`src/rtl/selrow_pkg.sv`:
```
package selrow_pkg;

    typedef enum logic [1:0] {
        SW_OFF   = 2'd0,
        SW_WAIT  = 2'd1,
        SW_SWEEP = 2'd2
    } sweep_state_e;

    function automatic int max_int(input int a, input int b);
        return (a > b) ? a : b;
    endfunction

endpackage

```
`src/rtl/selrow_period_timer.sv`:
```
module selrow_period_timer #(
    parameter int PER_W = 24
) (
    input  logic             clk,
    input  logic             rst_n,
    input  logic             enable,
    input  logic [PER_W-1:0] period_cycles,
    output logic             period_start,
    output logic [PER_W-1:0] cycles_left
);

    logic [PER_W-1:0] pos_q;
    logic             at_end;

    assign at_end       = pos_q >= (period_cycles - PER_W'(1));
    assign period_start = enable && (pos_q == '0);
    assign cycles_left  = period_cycles - pos_q;

    always_ff @(posedge clk) begin
        if (!rst_n) begin
            pos_q <= '0;
        end else if (!enable) begin
            pos_q <= '0;
        end else if (at_end) begin
            pos_q <= '0;
        end else begin
            pos_q <= pos_q + PER_W'(1);
        end
    end

    // inside a period the position only steps by one or wraps to zero
    p_period_step_r2: assert property (@(posedge clk) disable iff (!rst_n)
        (enable && !period_start) |=> (pos_q == '0) || (pos_q == $past(pos_q) + PER_W'(1)));

endmodule

```
`src/rtl/selrow_row_walker.sv`:
```
module selrow_row_walker
    import selrow_pkg::*;
#(
    parameter int ADDR_W    = 16,
    parameter int PER_W     = 24,
    parameter int ROW_SHIFT = 6
) (
    input  logic              clk,
    input  logic              rst_n,
    input  logic              enable,
    input  logic              period_start,
    input  logic [PER_W-1:0]  cycles_left,
    input  logic [ADDR_W-1:0] base,
    input  logic [ADDR_W-1:0] limit,
    input  logic              host_req,
    output logic              sweep_issue,
    output logic [ADDR_W-1:0] sweep_addr,
    output logic              urgent,
    output logic [PER_W-1:0]  sweep_cycles,
    output logic              overrun
);

    localparam int CMP_W = max_int(ADDR_W, PER_W) + 1;
    localparam logic [ADDR_W-1:0] ROW_STEP = ADDR_W'(1) << ROW_SHIFT;

    sweep_state_e      state_q, state_d;
    logic [ADDR_W-1:0] ptr_q;
    logic [PER_W-1:0]  dur_q;
    logic [PER_W-1:0]  last_q;
    logic              over_q;

    logic              range_ok;
    logic              live;
    logic [CMP_W-1:0]  rows_left;
    logic              is_last;

    assign range_ok  = limit >= base;
    assign live      = enable && !period_start;
    assign rows_left = CMP_W'((limit - ptr_q) >> ROW_SHIFT) + CMP_W'(1);
    assign is_last   = rows_left == CMP_W'(1);

    // state register
    always_ff @(posedge clk) begin
        if (!rst_n) begin
            state_q <= SW_OFF;
        end else begin
            state_q <= state_d;
        end
    end

    // next state
    always_comb begin
        state_d = state_q;
        unique case (state_q)
            SW_OFF: begin
                // T_ENABLE
                if (enable && period_start) begin
                    state_d = range_ok ? SW_SWEEP : SW_WAIT;
                end else if (enable) begin
                    state_d = SW_WAIT;
                end
            end
            SW_WAIT: begin
                if (!enable) begin
                    state_d = SW_OFF;                      // T_DISABLE
                end else if (period_start && range_ok) begin
                    state_d = SW_SWEEP;                    // T_START
                end
            end
            SW_SWEEP: begin
                if (!enable) begin
                    state_d = SW_OFF;                      // T_DISABLE
                end else if (period_start) begin
                    state_d = range_ok ? SW_SWEEP : SW_WAIT; // T_RESTART
                end else if (sweep_issue && is_last) begin
                    state_d = SW_WAIT;                     // T_DONE
                end
            end
            default: state_d = SW_OFF;
        endcase
    end

    // outputs
    always_comb begin
        urgent      = 1'b0;
        sweep_issue = 1'b0;
        unique case (state_q)
            SW_SWEEP: begin
                urgent      = live && (rows_left >= CMP_W'(cycles_left));
                sweep_issue = live && (urgent || !host_req);
            end
            default: begin
                urgent      = 1'b0;
                sweep_issue = 1'b0;
            end
        endcase
    end

    // datapath: pointer, duration, status
    always_ff @(posedge clk) begin
        if (!rst_n) begin
            ptr_q  <= '0;
            dur_q  <= '0;
            last_q <= '0;
            over_q <= 1'b0;
        end else if (!enable) begin
            ptr_q  <= base;
            dur_q  <= '0;
            over_q <= 1'b0;
        end else if (period_start) begin
            ptr_q <= base;
            dur_q <= '0;
            if (state_q == SW_SWEEP) begin
                over_q <= 1'b1;
            end
        end else if (state_q == SW_SWEEP) begin
            dur_q <= dur_q + PER_W'(1);
            if (sweep_issue) begin
                ptr_q <= ptr_q + ROW_STEP;
                if (is_last) begin
                    last_q <= dur_q + PER_W'(1);
                end
            end
        end
    end

    assign sweep_addr   = ptr_q;
    assign sweep_cycles = last_q;
    assign overrun      = over_q;

    // a disabled engine parks its pointer on the range base
    p_ptr_home_r9: assert property (@(posedge clk) disable iff (!rst_n)
        !enable |=> ptr_q == $past(base));

    // overrun is sticky while enabled
    p_overrun_hold_r7: assert property (@(posedge clk) disable iff (!rst_n)
        (over_q && enable) |=> over_q);

    // reading the last row ends the sweep
    p_last_row_r2: assert property (@(posedge clk) disable iff (!rst_n)
        (sweep_issue && is_last) |=> state_q == SW_WAIT);

endmodule

```
`src/rtl/selrow_return_filter.sv`:
```
module selrow_return_filter #(
    parameter int DATA_W = 32,
    parameter int RD_LAT = 2
) (
    input  logic              clk,
    input  logic              rst_n,
    input  logic              host_issue,
    input  logic              sweep_issue,
    input  logic              mem_rvalid,
    input  logic [DATA_W-1:0] mem_rdata,
    output logic              host_rvalid,
    output logic [DATA_W-1:0] host_rdata
);

    logic sweep_tag_q [RD_LAT];
    logic host_tag_q  [RD_LAT];

    always_ff @(posedge clk) begin
        if (!rst_n) begin
            sweep_tag_q[0] <= 1'b0;
            host_tag_q[0]  <= 1'b0;
        end else begin
            sweep_tag_q[0] <= sweep_issue;
            host_tag_q[0]  <= host_issue;
        end
    end

    for (genvar i = 1; i < RD_LAT; i++) begin : g_stage
        always_ff @(posedge clk) begin
            if (!rst_n) begin
                sweep_tag_q[i] <= 1'b0;
                host_tag_q[i]  <= 1'b0;
            end else begin
                sweep_tag_q[i] <= sweep_tag_q[i-1];
                host_tag_q[i]  <= host_tag_q[i-1];
            end
        end
    end

    assign host_rvalid = mem_rvalid && !sweep_tag_q[RD_LAT-1];
    assign host_rdata  = host_rvalid ? mem_rdata : '0;

    // data reaches the host only for a host read issued RD_LAT cycles ago
    p_host_return_r8: assert property (@(posedge clk) disable iff (!rst_n)
        host_rvalid |-> host_tag_q[RD_LAT-1]);

endmodule

```
`src/rtl/selrow_refresh.sv`:
```
module selrow_refresh #(
    parameter int ADDR_W    = 16,
    parameter int DATA_W    = 32,
    parameter int PER_W     = 24,
    parameter int ROW_SHIFT = 6,
    parameter int RD_LAT    = 2
) (
    input  logic              clk,
    input  logic              rst_n,
    input  logic              enable,
    input  logic [PER_W-1:0]  period_cycles,
    input  logic [ADDR_W-1:0] prot_base,
    input  logic [ADDR_W-1:0] prot_limit,
    input  logic              host_req,
    input  logic [ADDR_W-1:0] host_addr,
    output logic              host_gnt,
    output logic              host_rvalid,
    output logic [DATA_W-1:0] host_rdata,
    output logic              mem_req,
    output logic [ADDR_W-1:0] mem_addr,
    input  logic              mem_rvalid,
    input  logic [DATA_W-1:0] mem_rdata,
    output logic [PER_W-1:0]  sweep_cycles,
    output logic              overrun
);

    localparam logic [ADDR_W-1:0] ROW_MASK = (ADDR_W'(1) << ROW_SHIFT) - ADDR_W'(1);

    logic              period_start;
    logic [PER_W-1:0]  cycles_left;
    logic              sweep_issue;
    logic [ADDR_W-1:0] sweep_addr;
    logic              urgent;

    selrow_period_timer #(
        .PER_W(PER_W)
    ) u_timer (
        .clk          (clk),
        .rst_n        (rst_n),
        .enable       (enable),
        .period_cycles(period_cycles),
        .period_start (period_start),
        .cycles_left  (cycles_left)
    );

    selrow_row_walker #(
        .ADDR_W   (ADDR_W),
        .PER_W    (PER_W),
        .ROW_SHIFT(ROW_SHIFT)
    ) u_walker (
        .clk         (clk),
        .rst_n       (rst_n),
        .enable      (enable),
        .period_start(period_start),
        .cycles_left (cycles_left),
        .base        (prot_base),
        .limit       (prot_limit),
        .host_req    (host_req),
        .sweep_issue (sweep_issue),
        .sweep_addr  (sweep_addr),
        .urgent      (urgent),
        .sweep_cycles(sweep_cycles),
        .overrun     (overrun)
    );

    assign host_gnt = host_req && !urgent;
    assign mem_req  = host_gnt || sweep_issue;
    assign mem_addr = sweep_issue ? sweep_addr : host_addr;

    selrow_return_filter #(
        .DATA_W(DATA_W),
        .RD_LAT(RD_LAT)
    ) u_filter (
        .clk        (clk),
        .rst_n      (rst_n),
        .host_issue (host_gnt),
        .sweep_issue(sweep_issue),
        .mem_rvalid (mem_rvalid),
        .mem_rdata  (mem_rdata),
        .host_rvalid(host_rvalid),
        .host_rdata (host_rdata)
    );

    // sweep reads stay inside the range, on row boundaries
    p_in_range_r3: assert property (@(posedge clk) disable iff (!rst_n)
        (mem_req && !host_gnt) |->
            (mem_addr >= prot_base) && (mem_addr <= prot_limit)
            && (((mem_addr - prot_base) & ROW_MASK) == '0));

    // a host stall only happens when a sweep read takes the slot
    p_host_stall_r4: assert property (@(posedge clk) disable iff (!rst_n)
        (host_req && !host_gnt) |-> mem_req);

    // never two sources in one cycle
    p_one_source_r4: assert property (@(posedge clk) disable iff (!rst_n)
        !(host_gnt && sweep_issue));

endmodule

```
`config.mk`:
```
export PLATFORM = sky130hd
export DESIGN_NAME = selrow_refresh
export DESIGN_NICKNAME = d
export VERILOG_FILES = /design/src/rtl/selrow_pkg.sv /design/src/rtl/selrow_period_timer.sv /design/src/rtl/selrow_row_walker.sv /design/src/rtl/selrow_return_filter.sv /design/src/rtl/selrow_refresh.sv
export SDC_FILE = /design/constraint.sdc
export NUM_CORES = 1
export LEC_CHECK = 0
export ABC_AREA = 1
export ABC_CLOCK_PERIOD_IN_PS = 6750
export BUFFER_PORTS_ARGS = -buffer_cell sky130_fd_sc_hd__buf_2
export CORE_ASPECT_RATIO = 2
export CORE_MARGIN = 5
export CORE_UTILIZATION = 28
export CTS_BUF_LIST = sky130_fd_sc_hd__clkbuf_8
export DETAILED_ROUTE_END_ITERATION = 8
export SLEW_MARGIN = 30
export SYNTH_ARGS = -nofsm -noshare
export SYNTH_HDL_FRONTEND = slang
export SYNTH_SLANG_ARGS = --single-unit
```
`constraint.sdc`:
```
create_clock -name clk -period 6.75 [get_ports clk]
set_clock_uncertainty 0.15 [all_clocks]
set_input_delay 1.35 -clock clk [delete_from_list [all_inputs] [get_ports clk]]
set_output_delay 1.35 -clock clk [all_outputs]
set_load 0.05 [all_outputs]
```
Word-level counts from Yosys, hierarchy flattened

Memory sizes are Yosys's and may differ from the RTL's.
Index checks and enable logic that the tools add are counted.

Bits of input ports: 109
Output and inout port bits: 76
Logic and storage cells: 75
Memories: 1
Register bits after elaboration: 91
Memory bits (writable): 2

Memory list:

| name                 | depth | bits a word | rd ports | clocked after Yosys merged registers in | wr ports | line                       | text |
|---|---|---|---|---|---|---|---|
| u_filter.sweep_tag_q | 2     | 1           | 2        | 0                                       | 2        | selrow_return_filter.sv:15 | `logic sweep_tag_q [RD_LAT];` |

Equal/unequal tests: 8
Magnitude comparators: 3
Reductions and logical operators: 24
Bitwise gates (word level): 5
Multiplexer cells: 21
Add/subtract/negate cells: 7

Operators by type and width:

| cell                                                   | number |
|---|---|
| two-way mux 16 bit                                     | 5 |
| adder 24 x 1 -> 24 bit (second input constant)         | 2 |
| two-way mux 32 bit                                     | 1 |
| equality test 25 x 1 -> 1 bit (second input constant)  | 1 |
| greater-or-equal comparator 25 x 24 -> 1 bit           | 1 |
| greater-or-equal comparator 24 bit                     | 1 |
| zero test 24 bit                                       | 1 |
| subtractor 24 x 1 -> 24 bit (second input constant)    | 1 |
| subtractor 24 bit                                      | 1 |
| adder 19 x 1 -> 20 bit (second input constant)         | 1 |
| subtractor 16 x 16 -> 17 bit                           | 1 |
| adder 16 x 7 -> 16 bit (second input constant)         | 1 |
| greater-or-equal comparator 16 bit                     | 1 |
| two-way mux 2 bit                                      | 8 |
| logical AND 1 bit                                      | 9 |
| two-way mux 1 bit                                      | 6 |
| inequality test 3 x 1 -> 1 bit (second input constant) | 2 |
| inequality test 3 x 2 -> 1 bit (second input constant) | 2 |
| one-hot mux 2 bit (3 select lines)                     | 1 |
| AND reduction 2 bit                                    | 3 |
| OR reduction 3 bit                                     | 2 |
| AND reduction 5 bit                                    | 1 |
| zero test 1 bit                                        | 4 |
| inequality test 4 x 2 -> 1 bit (second input constant) | 1 |
| 7 further kinds                                        | 11 |

Logic depth before layout (Yosys ltp)

Gate-level depths: netlist (run 1).

Word-level depth: 13
Mapped depth: 38
Depth with buffers taken out: 37

Cells and area by module

From an unflattened synthesis (run 1), not the netlist that was laid out.

Cells, all modules: 1765
Area, all modules: 10418.7 um2

By module, submodules not included:

| module               | cells an instance | sequential area each (um2) | area each (um2) | times used |
|---|---|---|---|---|
| selrow_row_walker    | 863               | 1341.3                     | 5540.3          | 1 |
| selrow_period_timer  | 770               | 480.5                      | 4204.0          | 1 |
| selrow_return_filter | 76                | 40.0                       | 420.4           | 1 |
| selrow_refresh       | 56                | 0.0                        | 254.0           | 1 |

Worst setup path after synthesis (run 1)

No wires, ideal clock.

Path kind: input port to output port
Start point: input port prot_limit[5]
End point: output port mem_addr[15]
Cell stages on the path: 32
Arrival: 5.441 ns
Required time: 5.250 ns
Setup slack: -0.191 ns
Buffers on the path: 1
Path through: ha_1 > nand2_1 > inv_2 > a21oi_1 > nand2_1 > nand2_1 > nand2_1 > inv_1 > ha_1 > nand2_1 > nor2_2 > nand3_1 > nand2_1 > inv_1 > ha_1 > nand2_1 > nor2_1 > nand3_1 > nor2_1 > nand2_1 > nand2_1 > nor2_1 > nand2_1 > nand2_1 > nand2_1 > nand2_1 > nand2_1 > nand3_1 > nand2_1 > nand2_1 > clkbuf_1 > o21ai_0

Longest elaborated chain between the ends: 8

RTL lines:

| item                                         | line                    | text |
|---|---|---|
| start: declaration                           | selrow_refresh.sv:13    | `input logic [ADDR_W-1:0] prot_limit,` |
| subtractor 16 x 16 -> 17 bit                 | selrow_row_walker.sv:39 | `assign rows_left = CMP_W'((limit - ptr_q) >> ROW_SHIFT) + CMP_W'(1);` |
| adder 19 x 1 -> 20 bit                       | selrow_row_walker.sv:39 |  |
| greater-or-equal comparator 25 x 24 -> 1 bit | selrow_row_walker.sv:89 | `urgent = live && (rows_left >= CMP_W'(cycles_left));` |
| logical AND 1 bit                            | selrow_row_walker.sv:89 |  |
| logical OR 1 bit                             | selrow_row_walker.sv:90 | `sweep_issue = live && (urgent \|\| !host_req);` |
| logical AND 1 bit                            | selrow_row_walker.sv:90 |  |
| two-way mux 1 bit                            | selrow_row_walker.sv:87 | `unique case (state_q)` |
| two-way mux 16 bit                           | selrow_refresh.sv:68    | `assign mem_addr = sweep_issue ? sweep_addr : host_addr;` |
| end: declaration                             | selrow_refresh.sv:20    | `output logic [ADDR_W-1:0] mem_addr,` |

No other way between the ends.

Worst setup path after layout (run 1)

Start point: input port prot_limit[4]
End point: output port mem_addr[2]

Same word-level chain as after synthesis.

==> PnR_summary.wiki, run 1 <==
{| class="wikitable"
! Metric !! Value
|-
| Initial Utilization || between 20% and 30%
|-
| Maximum level of the CTS H-tree || 3
|-
| Critical Path Start Type || input pin
|-
| Gr busiest metal || met2
|-
| Slew HR || between 40% and 50%
|-
| Tightest Pin Transition || slightly below 0.9 ns
|-
| Leak || approximately 6 nW
|-
| Period utilization || a little over nine tenths
|-
| Hold WS || between 0.2 and 0.3 ns
|-
| Switching Fraction || 42.6%
|-
| Kind of end point of the critical path || output pin
|-
| TritonCTS sink count || 93
|-
| Post-Synthesis Cells || roughly 1500
|-
| Slowest CP cell || sky130_fd_sc_hd__ha_1
|-
| Async S/R FF share, synth || 0%
|-
| Total of warnings raised by yosys || 0
|-
| Syn Area/Cell || between 6 and 7 um2
|-
| Unique masters post-synth || 51
|-
| Root buffer selected by CTS || sky130_fd_sc_hd__clkbuf_8
|-
| Global router's overall resource usage || 16.4%
|-
| Launch instance of the worst register-to-register path || u_walker.sweep_addr[13]
|-
| Die outline area || about 38000 um2
|-
| Adder-Cell Fraction of Synth Area || between 10% and 20%
|-
| Maximum number of pins on one net before global-route repair || 33
|-
| CTS clock-pin slew for the worst setup and hold paths || 0.10 ns
|-
| Class of the most critical hold timing path || reg -> reg
|-
| Total Routed Length || between 30000 and 40000 um
|-
| Post-Route Utilization || 35.6%
|-
| Part of the power in combinational logic || a little over two fifths
|-
| Site Rows || 95
|-
| Final Non-Filler Cells || approximately 2200
|-
| Multiplexer share of the synthesized area || 0%
|-
| Pre-CTS worst setup slack || -0.106 ns
|-
| GR met2 Demand/Resource || 34.4%
|-
| Total power || around 1.7 mW
|-
| Compound-Gate Fraction of Synth Area || between 10 and 15%
|-
| Final setup margin || about 0.26 ns
|-
| Final Wtd Congestion || a little over 0.9
|-
| Status || completed
|-
| Cell area after synthesis || 9410 um2
|-
| Total via count in the routed design || 10200
|-
| Buffers plus inverters on the worst setup path || 6
|-
| Maximum ir drop on the vdd rail || just under 90 uV
|-
| Start point of the critical path || prot_limit[4]
|-
| Pwr per Cell Area || between 100 and 150 nW/um2
|-
| Share of the yosys chip area belonging to registers || between 10% and 20%
|-
| Data arrival time of the worst path || 4.99 ns
|-
| Critical Path Fanout Max || 5
|-
| Required arrival time at the worst endpoint || 5.25 ns
|-
| Internal cell power || a little under 1 mW
|-
| Placed wire-length estimate || about 27000 um
|-
| Crit path top cell by count || sky130_fd_sc_hd__nand2_1
|-
| Post-synthesis xor/xnor area fraction || ~7.2%
|-
| Height of the die || between 200 and 300 um
|-
| Fill cell count || 3636
|-
| Total nets after synthesis || around 1700
|-
| Number of CTS-inserted buffers || 9
|-
| Combinational family with the most area after synthesis || simple AND/OR/NAND/NOR gates
|-
| Clock latency on the worst-skew pair || ~0.43 ns
|-
| Met1 global-route usage || between 10% and 20%
|-
| Die boundary width || roughly 140 um
|-
| Remaining antenna violation count || 0
|-
| Number of antenna violations at the first check in global routing || 2
|-
| Ratio of cells with drive above 1 in the final layout || ~22%
|-
| IO Port Bufs || approximately 180
|-
| Wire length of the first global-routing pass || 49600 um
|-
| Class of the most critical setup path || in -> out
|-
| Overflow left after global routing || 0
|-
| Clock tree from TritonCTS || yes
|-
| Area of the core || about 33000 um2
|-
| EDFF count, synth || 0
|-
| Final slew viol count || 0
|-
| Register-to-register setup slack || around 1.6 ns
|-
| Maximum clock insertion buffer count || 2
|-
| Capture point of the critical path || mem_addr[2]
|-
| Synthesis-to-finish area growth || 26.4%
|-
| Top Ports || between 150 and 200
|-
| Total placed cells including tap cells || 2146
|-
| Length in cells of the worst reg-to-reg path || 33
|-
| Gate family responsible for the most delay along the worst path || simple AND/OR/NAND/NOR gates
|-
| Vias per std cell || ~4.7
|-
| P_sw || 0.721 mW
|-
| Area share of and/or/nand/nor cells after synthesis || between 30% and 40%
|-
| Highest clock rate || between 150 and 200 MHz
|-
| Fraction of power consumed by the clock network || 23.0%
|-
| Wirelength per Cell || 14.7 um
|-
| DRC Markers || 0
|-
| Number of maximum-capacitance violations || 0
|-
| Via count of the first global-routing pass || approximately 10000
|-
| Critical path's largest stage delay || approximately 0.34 ns
|-
| Min Tclk post-route || about 6.5 ns
|-
| Synth Register Bits || 93
|-
| Number of nets in the layout || around 2000
|-
| Total iterations of the first detailed-routing run || 4
|-
| Part of the total power dissipated in sequential elements || about a third
|-
| Number of failing hold endpoints at the final stage || 0
|-
| Setup-failing EPs final || 0
|-
| GRT met3 Usage || 2.55%
|-
| WP depth || 32
|-
| Main synth FF type || sky130_fd_sc_hd__dfxtp_1
|-
| Capturing point of the worst reg2reg path || u_walker.sweep_cycles[3]
|-
| Initial drt markers || 420
|}
==> flip-flops by register name, summed over array words and instances (netlist names) <==
name / count
u_timer.pos_q: 24
u_walker.state_q: 2
u_filter.sweep_tag_q: 2
u_walker.dur_q: 24
u_walker.sweep_cycles: 24
u_walker.overrun: 1
u_walker.sweep_addr: 16
==> placed cells by master, fill, tap and decap left out, types with 19 or more instances in the layout <==
master and n:
sky130_fd_sc_hd__buf_2 169, sky130_fd_sc_hd__nor2_1 153, sky130_fd_sc_hd__nand3_1 59, sky130_fd_sc_hd__nor3_1 26
sky130_fd_sc_hd__inv_1 264, sky130_fd_sc_hd__xnor2_1 22, sky130_fd_sc_hd__dfxtp_1 93, sky130_fd_sc_hd__buf_4 45
sky130_fd_sc_hd__xor2_1 55, sky130_fd_sc_hd__a21oi_1 110, sky130_fd_sc_hd__o21ai_0 44, sky130_fd_sc_hd__nor2_2 19
sky130_fd_sc_hd__inv_2 21, sky130_fd_sc_hd__ha_1 88, sky130_fd_sc_hd__nand2_2 35, sky130_fd_sc_hd__nand2_1 332
sky130_fd_sc_hd__nand4_1 27
==> final cells by class <==
class                           instances  area, um2  area share, %
Antenna cell                            2       5.00         0.0421
Clock buffer                            9        124           1.04
Clock inverter                          7       62.6          0.526
Inverter                              287       1080           9.06
Multi-Input combinational cell       1113       6830           57.4
Sequential cell                        93       1860           15.7
Tap cell                              436        546           4.59
Timing Repair Buffer                  229       1390           11.7
==> synthesized netlist by cell type (2+ instances only) <==
| library cell | n | share of area, % |
|---|---|---|
| sky130_fd_sc_hd__o21ai_0 | 53 | 2.8 |
| sky130_fd_sc_hd__or2_2 | 2 | 0.13 |
| sky130_fd_sc_hd__and2_1 | 2 | 0.13 |
| sky130_fd_sc_hd__a22oi_1 | 6 | 0.48 |
| sky130_fd_sc_hd__nand3b_1 | 3 | 0.24 |
| sky130_fd_sc_hd__inv_1 | 269 | 11 |
| sky130_fd_sc_hd__ha_1 | 105 | 14 |
| sky130_fd_sc_hd__nor2_4 | 2 | 0.24 |
| sky130_fd_sc_hd__nor3_1 | 27 | 1.4 |
| sky130_fd_sc_hd__nor2_2 | 13 | 0.86 |
| sky130_fd_sc_hd__o31ai_1 | 3 | 0.24 |
| sky130_fd_sc_hd__a31oi_1 | 6 | 0.40 |
| sky130_fd_sc_hd__inv_2 | 17 | 0.68 |
| sky130_fd_sc_hd__nand3_2 | 3 | 0.32 |
| sky130_fd_sc_hd__xor2_1 | 55 | 5.1 |
| sky130_fd_sc_hd__a211oi_1 | 7 | 0.56 |
| sky130_fd_sc_hd__nor2_1 | 165 | 6.6 |
| sky130_fd_sc_hd__nor3_2 | 5 | 0.53 |
| sky130_fd_sc_hd__nand3_1 | 62 | 3.3 |
| sky130_fd_sc_hd__nand2_4 | 2 | 0.24 |
| sky130_fd_sc_hd__a21oi_1 | 115 | 6.1 |
| sky130_fd_sc_hd__dfxtp_1 | 93 | 20 |
| sky130_fd_sc_hd__buf_6 | 2 | 0.24 |
| sky130_fd_sc_hd__nand2_1 | 362 | 14 |
| sky130_fd_sc_hd__nand4_1 | 27 | 1.8 |
| sky130_fd_sc_hd__clkbuf_1 | 18 | 0.72 |
| sky130_fd_sc_hd__a21oi_2 | 3 | 0.28 |
| sky130_fd_sc_hd__o21a_1 | 17 | 1.4 |
| sky130_fd_sc_hd__nor4_1 | 6 | 0.40 |
| sky130_fd_sc_hd__o22ai_1 | 4 | 0.27 |
| sky130_fd_sc_hd__o21bai_1 | 7 | 0.56 |
| sky130_fd_sc_hd__buf_2 | 3 | 0.16 |
| sky130_fd_sc_hd__xnor2_1 | 22 | 2.0 |
| sky130_fd_sc_hd__o21ai_1 | 3 | 0.16 |
| sky130_fd_sc_hd__nand2_2 | 12 | 0.80 |
==> power groups by stage <==
stage | logic, mW | clock network, mW | registers (mW)
finish | 0.735 | 0.390 | 0.568
global route | 0.818 | 0.424 | 0.569
CTS | 0.661 | 0.411 | 0.568
detailed placement | 0.652 | 0 | 0.580
global placement | 0.644 | 0 | 0.580
floorplan | 0.442 | 0 | 0.578
==> layer usage <==
layer | wire, um | share of wire, %
met5 | 0 | 0
met4 | 1760 | 5.5
met3 | 1380 | 4.3
met2 | 18300 | 57
met1 | 10700 | 33
==> repair_timing <==
action	4_1_cts	5_1_grt
buffers inserted	3	7
endpoints found under the setup margin	11	18
gates cloned	0	2
pin swaps	3	44
resized for setup	12	126
hold buffers	0	0
==> worst min-delay path by stage <==
stage                            startpoint                      end  slack [ns]  depth (start not counted)
floorplan           u_filter.sweep_tag_q[0]  u_filter.sweep_tag_q[1]        0.24                          2
global placement    u_filter.sweep_tag_q[0]  u_filter.sweep_tag_q[1]        0.25                          2
CTS                 u_filter.sweep_tag_q[0]  u_filter.sweep_tag_q[1]        0.28                          2
global route        u_filter.sweep_tag_q[0]  u_filter.sweep_tag_q[1]        0.30                          2
finish              u_filter.sweep_tag_q[0]  u_filter.sweep_tag_q[1]        0.28                          2
detailed placement  u_filter.sweep_tag_q[0]  u_filter.sweep_tag_q[1]        0.26                          2
==> logic make-up after synthesis <==
| logic type | Yosys count |
|---|---|
| buf+inv | 311 |
| flops | 93 |
| fa+ha+maj | 106 |
| simple gates | 699 |
| xor+xnor | 77 |
| compound gates | 231 |
==> worst reg2reg max path, delay by kind of cell (launching register included) <==
family	cells	cell delay, ns
compound gates	9	1.47
simple gates	15	1.31
buf+inv	7	1.23
fa+ha+maj	2	0.60
flops	1	0.34
==> stage by stage <==
step / setup TNS, ns / instance area (um2)
after detailed placement: -0.539 / 11000
after global placement: -0.564 / 11000
after CTS: 0 / 11300
after global routing: -0.151 / 11900
final: 0 / 11900
after floorplan: -2.45 / 9410
Note: power is estimated with default switching activity, not from simulation.
==> inputs of run 2 (changes only) <==
--- a/config.mk
+++ b/config.mk
@@ -10,9 +10,10 @@
 export BUFFER_PORTS_ARGS = -buffer_cell sky130_fd_sc_hd__buf_2
 export CORE_ASPECT_RATIO = 2
 export CORE_MARGIN = 5
-export CORE_UTILIZATION = 28
+export CORE_UTILIZATION = 45
 export CTS_BUF_LIST = sky130_fd_sc_hd__clkbuf_8
 export DETAILED_ROUTE_END_ITERATION = 8
+export PLACE_DENSITY = 0.67
 export SLEW_MARGIN = 30
 export SYNTH_ARGS = -nofsm -noshare
 export SYNTH_HDL_FRONTEND = slang
==> PnR_summary.wiki, run 2 (synthesis gave the netlist of run 1 again) <==
{| class="wikitable"
! Metric !! Value
|-
| Status || completed (unchanged)
|-
| Final Non-Filler Cells || 1994 (was 2176)
|-
| Min Tclk post-route || 6.49 ns (about the same)
|-
| Final slew viol count || 0 (unchanged)
|-
| Number of antenna violations at the first check in global routing || 1 (was 2)
|-
| Pwr per Cell Area || 145 nW/um2 (was 142 nW/um2)
|-
| Crit path top cell by count || sky130_fd_sc_hd__nand2_1 (unchanged)
|-
| Class of the most critical hold timing path || reg -> reg (unchanged)
|-
| Initial Utilization || 45.1% (was 28.2%)
|-
| Clock latency on the worst-skew pair || 0.42 ns (was 0.43 ns)
|-
| Wirelength per Cell || 14.7 um (about the same)
|-
| Period utilization || 96.2% (about the same)
|-
| Slew HR || 39.1% (was 40.0%)
|-
| Ratio of cells with drive above 1 in the final layout || 21.6% (was 22.3%)
|-
| Global router's overall resource usage || 23.4% (was 16.4%)
|-
| Part of the total power dissipated in sequential elements || 34.0% (was 33.5%)
|-
| Die boundary width || 112 um (was 140 um)
|-
| Highest clock rate || 154 MHz (about the same)
|-
| Height of the die || 214 um (was 269 um)
|-
| Leak || 5.99 nW (was 6.10 nW)
|-
| Total iterations of the first detailed-routing run || 4 (unchanged)
|-
| Total placed cells including tap cells || 1958 (was 2146)
|-
| Internal cell power || 0.967 mW (was 0.972 mW)
|-
| Number of maximum-capacitance violations || 0 (unchanged)
|-
| Total Routed Length || 29300 um (was 32100 um)
|-
| Critical Path Fanout Max || 32 (was 5)
|-
| IO Port Bufs || 184 (unchanged)
|-
| DRC Markers || 0 (unchanged)
|-
| CTS clock-pin slew for the worst setup and hold paths || 0.11 ns (was 0.10 ns)
|-
| Overflow left after global routing || 0 (unchanged)
|-
| Most common library cell in the layout ignoring fill and taps || sky130_fd_sc_hd__nand2_1 (unchanged)
|-
| Site Rows || 75 (was 95)
|-
| Vias per std cell || 5.13 (was 4.69)
|-
| Total power || 1.67 mW (was 1.69 mW)
|-
| Data arrival time of the worst path || 4.99 ns (about the same)
|-
| Required arrival time at the worst endpoint || 5.25 ns (about the same)
|-
| Maximum level of the CTS H-tree || 3 (unchanged)
|-
| Part of the power in combinational logic || 42.7% (was 43.4%)
|-
| Placed wire-length estimate || 24200 um (was 27000 um)
|-
| Remaining antenna violation count || 0 (unchanged)
|-
| Top Ports || 185 (unchanged)
|-
| Number of CTS-inserted buffers || 9 (unchanged)
|-
| Class of the most critical setup path || in -> out (unchanged)
|-
| Setup TNS Final || 0 ns (unchanged)
|-
| Number of failing hold endpoints at the final stage || 0 (unchanged)
|-
| Commonest cells after routing, fill and taps aside || 324 x sky130_fd_sc_hd__nand2_1, 266 x sky130_fd_sc_hd__inv_1, 168 x sky130_fd_sc_hd__buf_2 (was 332 x sky130_fd_sc_hd__nand2_1, 264 x sky130_fd_sc_hd__inv_1, 169 x sky130_fd_sc_hd__buf_2)
|-
| Critical path's largest stage delay || 0.32 ns (was 0.34 ns)
|-
| Die outline area || 24100 um2 (was 37600 um2)
|-
| Maximum number of pins on one net before global-route repair || 41 (was 33)
|-
| Via count of the first global-routing pass || 10100 (about the same)
|-
| Maximum ir drop on the vdd rail || 81.1 uV (was 87.2 uV)
|-
| Area of the core || 20800 um2 (was 33400 um2)
|-
| Switching Fraction || 42.1% (was 42.6%)
|-
| Number of nets in the layout || 1934 (was 1948)
|-
| Tightest Pin Transition || 0.902 ns (was 0.889 ns)
|-
| Total via count in the routed design || 10200 (about the same)
|-
| Initial drt markers || 313 (was 420)
|-
| Slowest CP cell || sky130_fd_sc_hd__ha_1 (unchanged)
|-
| Critical Path Start Type || input pin (unchanged)
|-
| Final Wtd Congestion || 0.975 (was 0.930)
|-
| Fraction of power consumed by the clock network || 23.3% (was 23.0%)
|-
| Wire length of the first global-routing pass || 46100 um (was 49600 um)
|-
| Fill cell count || 2182 (was 3636)
|-
| Clock tree from TritonCTS || yes (unchanged)
|-
| Synthesis-to-finish area growth || 22.2% (was 26.4%)
|-
| Root buffer selected by CTS || sky130_fd_sc_hd__clkbuf_8 (unchanged)
|-
| TritonCTS sink count || 93 (unchanged)
|-
| P_sw || 0.704 mW (was 0.721 mW)
|-
| Kind of end point of the critical path || output pin (unchanged)
|-
| Setup-failing EPs final || 0 (unchanged)
|-
| Maximum clock insertion buffer count || 2 (unchanged)
|}
## run 2: changes by cell type in the layout (fill, tap and decap cells not counted), sizes merged
cell | before | now
buf | 224 | 212
clkbuf | 14 | 13
diode | 2 | 1
inv | 290 | 289
## run 2: power by group through the flow
stage	logic, mW	registers (mW)	clock network, mW
floorplan	0.442	0.578	0
global placement	0.607	0.580	0
detailed placement	0.617	0.581	0
CTS	0.621	0.568	0.403
global route	0.798	0.570	0.418
finish	0.713	0.568	0.389
## run 2: worst max-delay path: cells and delay by family
family	cells	cell delay [ns]
adders and majority gates	2	0.60
buffers and inverters	7	0.94
AOI/OAI and AO/OA	2	0.23
and+or+nand+nor	23	1.88
## run 2: cell type report
type,count,area (um2),area share (%)
antenna,1,2.50,0.0218
multi-input combinational,1113,6790,59.1
inverter,287,1080,9.40
clock buffer,10,138,1.20
timing repair buffer,215,1230,10.7
tap,269,337,2.93
sequential,93,1860,16.2
clock inverter,6,46.3,0.403
## run 2: final timing paths
kind / start / to / slack (ns) / cells past startpoint
setup / recovery: prot_limit[12] / mem_addr[4] / 0.26 / 34
hold / removal: u_filter.sweep_tag_q[0] / u_filter.sweep_tag_q[1] / 0.29 / 2
setup reg to reg: u_walker.sweep_addr[6] / u_walker.sweep_cycles[23] / 1.63 / 38
hold reg to reg: u_filter.sweep_tag_q[0] / u_filter.sweep_tag_q[1] / 0.29 / 2
## run 2: timing repair
item                                    4_1_cts  5_1_grt
hold buffers                                  0        0
endpoints found under the setup margin        1       18
buffers inserted                              2       17
cloned                                        0        0
pin swaps                                     3       55
gates resized for setup                       2      136
## run 2: routing by layer
layer / GRT usage (%) / share of wire [%] / vias to the layer above / routed length (um)
met5: 0 / 0 / - / 0
met4: 12.2 / 5.6 / 0 / 1630
met3: 4.07 / 4.5 / 92 / 1330
met2: 48.4 / 57 / 256 / 16600
met1: 20.4 / 33 / 4618 / 9780
li1: - / - / 5254 / -
## run 2: through the flow
stage / util [%] / setup slack, ns / hold slack [ns] / area (um2)
after CTS: 52.1 / 0.0261 / 0.304 / 10900
after global routing: 55.1 / -0.0459 / 0.329 / 11500
after detailed placement: 51.2 / 0.00465 / 0.263 / 10700
final: 55.2 / 0.260 / 0.295 / 11500
after global placement: 51.2 / 0.0718 / 0.258 / 10700
after floorplan: - / -0.191 / 0.240 / 9410
